<file path="src/rtl/adc_seq_pkg.sv">
package adc_seq_pkg;

   typedef enum logic [1:0] {
      ST_IDLE  = 2'd0,
      ST_CONV  = 2'd1,
      ST_PWRDN = 2'd2,
      ST_PWRUP = 2'd3
   } pwr_state_t;

   typedef enum logic {
      EDGE_RISE = 1'b0,
      EDGE_FALL = 1'b1
   } edge_kind_t;

   // Round a duration in ns up to whole clock cycles.
   function automatic int unsigned ns_to_cycles(input int unsigned mhz, input int unsigned ns);
      return (mhz * ns + 999) / 1000;
   endfunction

endpackage

</file>
<file path="src/rtl/adc_edge_det.sv">
module adc_edge_det
   import adc_seq_pkg::*;
#(
   parameter edge_kind_t KIND    = EDGE_RISE,
   parameter logic       RST_VAL = 1'b0
) (
   input  logic clk,
   input  logic rst_n,
   input  logic sig,
   output logic edge_o
);

   logic sig_q;

   always_ff @(posedge clk or negedge rst_n) begin
      if (!rst_n) sig_q <= RST_VAL;
      else        sig_q <= sig;
   end

   generate
      if (KIND == EDGE_RISE) begin : g_rise
         assign edge_o = sig & ~sig_q;
      end else begin : g_fall
         assign edge_o = ~sig & sig_q;
      end
   endgenerate

endmodule

</file>
<file path="src/rtl/adc_pwr_fsm.sv">
module adc_pwr_fsm
   import adc_seq_pkg::*;
#(
   parameter int unsigned CONV_CYC  = 575,
   parameter int unsigned PWRUP_CYC = 375
) (
   input  logic clk,
   input  logic rst_n,
   input  logic convst_n,
   input  logic cs_rise,
   input  logic cs_fall,
   output logic conv_done,
   output logic busy,
   output logic pwr_down
);

   localparam int unsigned MAXC = (CONV_CYC > PWRUP_CYC) ? CONV_CYC : PWRUP_CYC;
   localparam int unsigned CW   = (MAXC < 2) ? 1 : $clog2(MAXC);
   localparam logic [CW-1:0] CONV_LAST  = CW'(CONV_CYC - 1);
   localparam logic [CW-1:0] PWRUP_LAST = CW'(PWRUP_CYC - 1);

   pwr_state_t      st;
   logic [CW-1:0]   cnt;
   logic            start_pend;
   logic            cnt_zero;

   assign cnt_zero  = (cnt == '0);
   assign conv_done = (st == ST_CONV) && cnt_zero;
   assign busy      = (st == ST_CONV);
   assign pwr_down  = (st == ST_PWRDN);

   always_ff @(posedge clk or negedge rst_n) begin
      if (!rst_n) begin
         st         <= ST_IDLE;
         cnt        <= '0;
         start_pend <= 1'b0;
      end else begin
         unique case (st)
            ST_IDLE: begin
               if (cs_fall) begin
                  st  <= ST_CONV;
                  cnt <= CONV_LAST;
               end
            end
            ST_CONV: begin
               if (cnt_zero) begin
                  st <= convst_n ? ST_IDLE : ST_PWRDN;
               end else begin
                  cnt <= cnt - CW'(1);
               end
            end
            ST_PWRDN: begin
               if (cs_rise) begin
                  st         <= ST_PWRUP;
                  cnt        <= PWRUP_LAST;
                  start_pend <= 1'b0;
               end
            end
            ST_PWRUP: begin
               if (cnt_zero) begin
                  start_pend <= 1'b0;
                  if (start_pend || cs_fall) begin
                     st  <= ST_CONV;
                     cnt <= CONV_LAST;
                  end else begin
                     st <= ST_IDLE;
                  end
               end else begin
                  cnt <= cnt - CW'(1);
                  if (cs_fall) start_pend <= 1'b1;
               end
            end
            default: st <= ST_IDLE;
         endcase
      end
   end

endmodule

</file>
<file path="src/rtl/adc_serial_out.sv">
module adc_serial_out #(
   parameter int unsigned DATA_W    = 10,
   parameter bit          MSB_FIRST = 1'b1
) (
   input  logic              clk,
   input  logic              rst_n,
   input  logic              conv_done,
   input  logic [DATA_W-1:0] result_in,
   input  logic              rfs,
   input  logic              rfs_rise,
   input  logic              sclk_rise,
   output logic              dout
);

   localparam int unsigned BW = $clog2(DATA_W);
   localparam logic [BW-1:0] LAST_IDX = BW'(DATA_W - 1);

   logic              armed;
   logic              active;
   logic [BW-1:0]     bit_idx;
   logic [DATA_W-1:0] held;
   logic [DATA_W-1:0] pend;
   logic              pend_v;
   logic [DATA_W-1:0] shreg;
   logic [DATA_W-1:0] shreg_nxt;
   logic              out_bit;
   logic              in_read;

   assign in_read = armed | active;

   generate
      if (MSB_FIRST) begin : g_msb
         assign out_bit   = shreg[DATA_W-1];
         assign shreg_nxt = {shreg[DATA_W-2:0], 1'b0};
      end else begin : g_lsb
         assign out_bit   = shreg[0];
         assign shreg_nxt = {1'b0, shreg[DATA_W-1:1]};
      end
   endgenerate

   assign dout = active & out_bit;

   // Frame control and shifter
   always_ff @(posedge clk or negedge rst_n) begin
      if (!rst_n) begin
         armed   <= 1'b0;
         active  <= 1'b0;
         bit_idx <= '0;
         shreg   <= '0;
      end else if (!rfs) begin
         armed  <= 1'b0;
         active <= 1'b0;
      end else begin
         if (rfs_rise) armed <= 1'b1;
         if (sclk_rise) begin
            if (armed && !active) begin
               active  <= 1'b1;
               bit_idx <= '0;
               shreg   <= held;
            end else if (active) begin
               if (bit_idx == LAST_IDX) begin
                  active <= 1'b0;
                  armed  <= 1'b0;
               end else begin
                  shreg   <= shreg_nxt;
                  bit_idx <= bit_idx + BW'(1);
               end
            end
         end
      end
   end

   // Result holding with deferral across a read
   always_ff @(posedge clk or negedge rst_n) begin
      if (!rst_n) begin
         held   <= '0;
         pend   <= '0;
         pend_v <= 1'b0;
      end else if (conv_done) begin
         if (in_read) begin
            pend   <= result_in;
            pend_v <= 1'b1;
         end else begin
            held   <= result_in;
            pend_v <= 1'b0;
         end
      end else if (pend_v && !in_read) begin
         held   <= pend;
         pend_v <= 1'b0;
      end
   end

endmodule

</file>
<file path="src/rtl/adc_seq_ctrl.sv">
module adc_seq_ctrl
   import adc_seq_pkg::*;
#(
   parameter int unsigned CLK_MHZ   = 250,
   parameter int unsigned CONV_NS   = 2300,
   parameter int unsigned PWRUP_NS  = 1500,
   parameter int unsigned DATA_W    = 10,
   parameter bit          MSB_FIRST = 1'b1
) (
   input  logic              clk,
   input  logic              rst_n,
   input  logic              convst_n,
   input  logic [DATA_W-1:0] result_in,
   input  logic              rfs,
   input  logic              sclk,
   output logic              dout,
   output logic              busy,
   output logic              pwr_down
);

   localparam int unsigned CONV_CYC  = ns_to_cycles(CLK_MHZ, CONV_NS);
   localparam int unsigned PWRUP_CYC = ns_to_cycles(CLK_MHZ, PWRUP_NS);

   generate
      if (DATA_W < 2) begin : g_bad_width
         $error("DATA_W must be at least 2");
      end
      if (CONV_CYC < 2) begin : g_bad_conv
         $error("conversion interval must span at least 2 cycles");
      end
      if (PWRUP_CYC < 1) begin : g_bad_pwrup
         $error("power-up interval must span at least 1 cycle");
      end
   endgenerate

   logic cs_fall, cs_rise, rfs_rise, sclk_rise, conv_done;

   adc_edge_det #(.KIND(EDGE_FALL), .RST_VAL(1'b1)) u_cs_fall (
      .clk(clk), .rst_n(rst_n), .sig(convst_n), .edge_o(cs_fall));
   adc_edge_det #(.KIND(EDGE_RISE), .RST_VAL(1'b1)) u_cs_rise (
      .clk(clk), .rst_n(rst_n), .sig(convst_n), .edge_o(cs_rise));
   adc_edge_det #(.KIND(EDGE_RISE), .RST_VAL(1'b0)) u_rfs_rise (
      .clk(clk), .rst_n(rst_n), .sig(rfs), .edge_o(rfs_rise));
   adc_edge_det #(.KIND(EDGE_RISE), .RST_VAL(1'b0)) u_sclk_rise (
      .clk(clk), .rst_n(rst_n), .sig(sclk), .edge_o(sclk_rise));

   adc_pwr_fsm #(.CONV_CYC(CONV_CYC), .PWRUP_CYC(PWRUP_CYC)) u_fsm (
      .clk       (clk),
      .rst_n     (rst_n),
      .convst_n  (convst_n),
      .cs_rise   (cs_rise),
      .cs_fall   (cs_fall),
      .conv_done (conv_done),
      .busy      (busy),
      .pwr_down  (pwr_down)
   );

   adc_serial_out #(.DATA_W(DATA_W), .MSB_FIRST(MSB_FIRST)) u_ser (
      .clk       (clk),
      .rst_n     (rst_n),
      .conv_done (conv_done),
      .result_in (result_in),
      .rfs       (rfs),
      .rfs_rise  (rfs_rise),
      .sclk_rise (sclk_rise),
      .dout      (dout)
   );

endmodule

</file>
<file path="config.mk">
export PLATFORM = sky130hd
export DESIGN_NAME = adc_seq_ctrl
export DESIGN_NICKNAME = d
export VERILOG_FILES = /design/src/rtl/adc_seq_pkg.sv /design/src/rtl/adc_edge_det.sv /design/src/rtl/adc_pwr_fsm.sv /design/src/rtl/adc_serial_out.sv /design/src/rtl/adc_seq_ctrl.sv
export SDC_FILE = /design/constraint.sdc
export NUM_CORES = 1
export LEC_CHECK = 0
export BUFFER_PORTS_ARGS = -buffer_cell sky130_fd_sc_hd__buf_2
export CORE_UTILIZATION = 45
export CTS_BUF_LIST = sky130_fd_sc_hd__clkbuf_16
export DETAILED_ROUTE_END_ITERATION = 10
export PLACE_DENSITY = 0.73
export REMOVE_ABC_BUFFERS = 1
export SLEW_MARGIN = 30
export SYNTH_ARGS = -nofsm -noshare
export SYNTH_HDL_FRONTEND = slang
export SYNTH_SLANG_ARGS = --single-unit
</file>
<file path="constraint.sdc">
create_clock -name clk -period 2 [get_ports clk]
set_input_delay 0.2 -clock clk [delete_from_list [all_inputs] [get_ports clk]]
set_output_delay 0.2 -clock clk [all_outputs]
set_load 0.05 [all_outputs]
</file>
After elaboration in Yosys (flattened, before gate mapping)
Index checks and enable logic that the tools add are counted.

operators by class
  reduce and logical (&&, ||, !) cells = 17
  add/subtract/negate cells = 2
  eq/ne operators = 14
  muxes and demuxes = 40
  bitwise gates (word level) = 10

operators with widths
  operator               count
  $mux 10                11
  $pmux 10 s4            1
  $mux 1                 18
  $mux 4                 3
  $ne 2x1->1 const B     6
  $reduce_and 4->1       3
  $logic_not 10->1       1
  $mux 2                 5
  $sub 10x1->10 const B  1
  $pmux 2 s4             1
  $reduce_bool 2->1      3
  $and 1x1->1            5
  $add 4x1->4 const B    1
  $eq 2x2->1 const B     2
  $eq 4x4->1 const B     1
  $ne 2x2->1 const B     2
  $not 1->1              4
  $reduce_and 2->1       2
  $logic_and 1x1->1      3
  $ne 3x1->1 const B     1
  $ne 3x3->1 const B     1
  $reduce_and 3->1       1
  $eq 2x1->1 const B     1
  $logic_not 1->1        2
  other kinds (4)        4

word-level totals
  logic and storage cells = 96
  flip-flop bits (word level) = 53
  output and inout bits = 3
  input port bits = 15

Logic depth before layout (Yosys ltp)
  depth in word-level cells = 8
  mapped depth = 8
  depth with buffers taken out = 7

Hierarchy
Synthesis repeated with hierarchy kept, for this count alone.

second synthesis, totals
  cells, all modules = 236
  area, all modules = 2797.7 um^2

by module, submodules not included
  module                          cells each  instances  sequential area each (um^2)  area each (um^2)
  adc_serial_out                  132         1          925.9                        1773.0
  adc_pwr_fsm                     96          1          325.3                        867.1
  adc_edge_det at u_cs_fall ...   2           2          26.3                         40.0
  adc_edge_det at u_rfs_rise ...  2           2          25.0                         38.8

Worst setup path after synthesis
No wires, ideal clock.

  path type = register to register
  start point = register u_fsm.st[0]
  end point = register u_ser.pend[0]
  data required time = 1.872 ns
  buffers on the path = 1
  library setup time = 0.128 ns
  arrival = 1.838 ns
  period minus slack after synthesis = 1.965 ns
  stages on the path, launching flop included = 6
  slack = 0.035 ns
  path through = dfrtp_1 clkbuf_1 and2b_1 nand4_4 nor2_8 mux2_1

between the ends
  longest elaborated chain between the ends = 3

RTL lines
  element                     line                  source
  start: declaration          adc_pwr_fsm.sv:22     pwr_state_t st;
  start signal: assignment    adc_pwr_fsm.sv:47     st <= convst_n ? ST_IDLE : ST_PWRDN;
  $eq 2x1->1                  n/a
  named net busy              adc_seq_ctrl.sv:17    output logic busy,
  $logic_and 1x1->1           adc_pwr_fsm.sv:28     assign conv_done = (st == ST_CONV) && cnt_zero;
  $reduce_and 2->1 (no line)  n/a
  end signal: assignment      adc_serial_out.sv:81  pend <= result_in;
  end: declaration            adc_serial_out.sv:22  logic [DATA_W-1:0] pend;

The timed path passes the listed nets, and every way through them passes these cells.
A chain may end at the register's enable or synchronous reset.

Worst setup path in the final report
  start point = register u_ser.bit_idx[0]
  end point = register u_ser.bit_idx[2]

between the ends
  longest elaborated chain between the ends = 4
  elaborated cells on any way between the ends = 7
  those cells by class = 1 x add/sub; 2 x eq/ne; 3 x mux; 1 x reduce/logical

RTL lines
  element                   line                  source
  start: declaration        adc_serial_out.sv:20  logic [BW-1:0] bit_idx;
  start signal: assignment  adc_serial_out.sv:66  bit_idx <= bit_idx + BW'(1);
  $add 4x1->4               adc_serial_out.sv:66
  $mux 4                    adc_serial_out.sv:61  if (bit_idx == LAST_IDX) begin
  $mux 4                    adc_serial_out.sv:60  end else if (active) begin
  $mux 4                    adc_serial_out.sv:56  if (armed && !active) begin

Parallel ways exist; a longest one is shown, timed or not. The select of a mux whose other input is x is not followed.

==> results_dict.tcl <==
set metrics [dict create \
    dp_cells 321 \
    synth_compound_area_share_pct 20.3 \
    synthXorXnorAreaFrac_pct 0.339 \
    grt_setup_unrepaired "no" \
    core_area_sq_um 5510 \
    critPathTopFamily "simple AND/OR/NAND/NOR gates" \
    cts_tree "done" \
    dieWidth_um 77.8 \
    worst_slew_pin_slew_ns 0.668 \
    vdd_drop_max_mv 0.547 \
    fin_crit_sh_pct 93.9 \
    rows 27 \
    seqPwrFrac_pct 48.5 \
    grt_pass1_vias 1844 \
    stdcell_count 329 \
    combPwrFrac_pct 23.1 \
    drt_pre_antenna_iters 4 \
    routed_wl_mm 5.21 \
    synth_simple_gate_area_share_pct 13.9 \
    cpMostUsedCell "or3_1" \
    drtIter0Drc 101 \
    cts.sinks 53 \
    crit_path_max_incr_delay_ns 0.47 \
    outcome "finished, final reports clean" \
    synth.mux.area_fraction_pct 9.10 \
    ys_ff_latch 53 \
    syn_area_per_cell_sq_um 11.2 \
    drv_cap 0 \
    synth_edf_count 0 \
    critPathArrivalTime_ns 2.09 \
    grt_max_degree 54 \
    ys.flop_type "dfrtp_1" \
    io_buffers 17 \
    synth_fa_ha_area_share_pct 1.45 \
    crit_path_end_kind "register" \
    worstPathRequired_ns 2.21 \
    drc 0 \
    critPathLaunch "u_ser.bit_idx[0]$_DFFE_PN0P_" \
    synth.top_cell.area_share_pct 50.3 \
    worstPathCellList "ha_1 > and4b_1 > or3_1 > or3_1 > a21oi_1" \
    cts.clk_slew.worst_paths_ns 0.07 \
    p_sw_share_pct 31.3 \
    vias_per_cell 5.86 \
    die-height_um 77.8 \
    ant_nets 0 \
    p_sw_w 0.000940 \
    fin_tns_setup_ns 0 \
    grt_pass1_wl_mm 8.80 \
    hpwl_mm 3.62 \
    synth_top_family_by_area "compound AO/OA/AOI/OAI gates" \
    hold_ws_ns 0.0244 \
    syn_to_final_growth_pct 14.1 \
    root_buffer "clkbuf_16" \
    p_leak_nw 1.35 \
    fin_skew_ns 0.00785 \
    cts_buffers 5 \
    hold_class "input port to async pin" \
    antennaDiodeCount 0 \
    antenna_found_initial 0 \
    p_int_w 0.00206 \
    timing.rr.start "u_ser.bit_idx[0]$_DFFE_PN0P_" \
    fmax_mhz 533 \
    pwr-share-clk_pct 28.4 \
    dieArea_sq_um 6050 \
    final_hold_viol_count 0 \
    grtUsageTotal_pct 18.7 \
    worst-path-buf-inv 0 \
    power_density_nw_per_um2 1020 \
    setup_viol 0 \
    drive_gt1_share_pct 19.8 \
    p_total_w 0.00300 \
    cp_max_fo 6 \
    yosysSeqAreaShare_pct 51.3 \
    h-tree-depth 2 \
    grt_overflow 0 \
    syn-cell-area_sq_um 2590 \
    netlist_instances 231 \
    initial_core_util_pct 47.0 \
    relSlewSlack_pct 55.5 \
    wire_per_inst_um 15.8 \
    async_reset_ff_share_pct 100 \
    ctsLongestPathBuffers 2 \
    report.final.slew_viol_count 0 \
    ys.warnings.count 0 \
    gp_congestion 0.872 \
    post_cts.repair.setup_buffers 0 \
    yosys-top-cells-area "dfrtp_1 50%, mux2_1 4.8%, mux2i_1 3.9%, a2bb2oi_1 3.4%, o21ai_1 2.5%" \
    clk_latency_ns 0.29 \
    synth_cell_types 61 \
    finalCriticalPeriod_ns 1.88 \
    synth.largest_area_cell "dfrtp_1" \
    nNetsFinal 274 \
    io_pins 18 \
    slowest_stage "or3_1" \
    worstSetupStartpointType "register" \
    critPathKind "register to register" \
    vias 1928 \
]
-- Yosys cell counts (3+ instances only) --
cell type / n
nor3_1: 3
dfrtp_1: 52
nor2b_1: 6
a21oi_1: 6
o21ai_0: 4
o22ai_1: 10
a31oi_1: 3
inv_1: 7
o21ai_1: 13
buf_2: 5
nand3_1: 3
or3_1: 3
nor2_1: 9
ha_1: 3
a2bb2oi_1: 10
nand2_1: 16
o21a_1: 3
mux2i_1: 10
mux2_1: 11
clkbuf_1: 5
-- layer usage --
metal / wire length (um) / track usage [%] / share of wire, % / vias up
met1: 2340 / 23.6 / 45 / 948
met4: 65 / 6.42 / 1.2 / 0
li1: - / - / - / 926
met2: 2620 / 32.1 / 50 / 46
met3: 181 / 3.65 / 3.5 / 8
met5: 0 / 0 / 0 / -
-- through the flow --
| stage | setup slack [ns] | cell area, sq um | utilization, % |
|---|---|---|---|
| 6_report | 0.123 | 2950 | 53.6 |
| 4_1_cts | 0.0732 | 2950 | 53.5 |
| 3_5_place_dp | 0.0767 | 2800 | 50.9 |
| 2_1_floorplan | -0.170 | 2520 | - |
| 5_1_grt | 0.0155 | 2950 | 53.6 |
| 3_3_place_gp | 0.121 | 2800 | 50.9 |
-- power by group through the flow --
stage | Combinational [W] | Clock [W] | Sequential (W)
2_1_floorplan | 0.000477 | 0 | 0.00144
3_3_place_gp | 0.000667 | 0 | 0.00146
3_5_place_dp | 0.000692 | 0 | 0.00147
4_1_cts | 0.000697 | 0.000874 | 0.00145
5_1_grt | 0.000774 | 0.000919 | 0.00149
6_report | 0.000693 | 0.000853 | 0.00146
-- layout by cell type, fill, tap and decap left out, drive strengths merged, types with 2 or more instances in the layout --
cell / synthesis / routed
nand3: 3 / 3
ha: 3 / 3
a2bb2oi: 10 / 10
nand2b: 2 / 2
clkbuf: 6 / 5
a31oi: 3 / 3
a22oi: 2 / 2
nor2b: 6 / 6
nand2: 16 / 16
mux2: 12 / 12
nor3: 4 / 4
a21oi: 6 / 6
a221o: 2 / 2
o221ai: 2 / 2
mux2i: 10 / 10
nand4: 4 / 4
o31ai: 2 / 2
dfrtp: 52 / 52
buf: 7 / 31
or3: 3 / 3
inv: 8 / 9
a22o: 2 / 2
o21a: 3 / 3
nor2: 10 / 10
nor4: 2 / 2
o21ai: 18 / 18
o22ai: 10 / 10
o211ai: 2 / 2
-- area by class of cell --
type | count | area, sq um
clock buffers | 5 | 125
clock inverters | 3 | 20.0
fillers | 480 | 2550
inverters | 8 | 30.0
multi-input cells | 157 | 1170
flip-flops and latches | 53 | 1330
well taps | 72 | 90.1
repair buffers | 31 | 190
-- registers in the layout (all words and copies together), names as in the netlist, named ones only --
name and cells:
u_ser.armed 1, u_ser.bit_idx 4, u_ser.pend_v 1, u_rfs_rise.sig_q 1, u_cs_rise.sig_q 1, u_ser.shreg 10, u_fsm.cnt 10, u_sclk_rise.sig_q 1
u_ser.pend 10, u_ser.held 10, u_fsm.st 1, u_ser.active 1, u_fsm.start_pend 1
-- path summary, 6_finish.rpt --
kind | slack, ns | end | cells after the start
hold reg to reg | 0.49 | u_ser.shreg[9]$_DFFE_PN0P_ | 2
min in group clk | 0.03 | u_sclk_rise.sig_q$_DFF_PN0_ | 1
hold / removal | 0.02 | u_ser.shreg[7]$_DFFE_PN0P_ | 2
setup / recovery | 0.12 | u_ser.bit_idx[2]$_DFFE_PN0P_ | 5
max in group asynchronous | 1.52 | async pin | 2
setup reg to reg | 0.12 | u_ser.bit_idx[2]$_DFFE_PN0P_ | 5
-- cell families (layout without fill, tap and decap cells) --
family | count (synthesis) | in the layout
multiplexers | 22 | 22
buffers and inverters | 21 | 47
AO/OA/AOI/OAI | 73 | 73
AND/OR/NAND/NOR | 58 | 58
adder cells (fa/ha/maj) | 3 | 3
XOR/XNOR | 1 | 1
flip-flops | 53 | 53
-- repair_timing --
| action | CTS | global route |
|---|---|---|
| hold buffers | 0 | 0 |
| setup endpoints to repair | 0 | 15 |
| resized for setup | 0 | 2 |
Power figures use the tool's default switching activity.
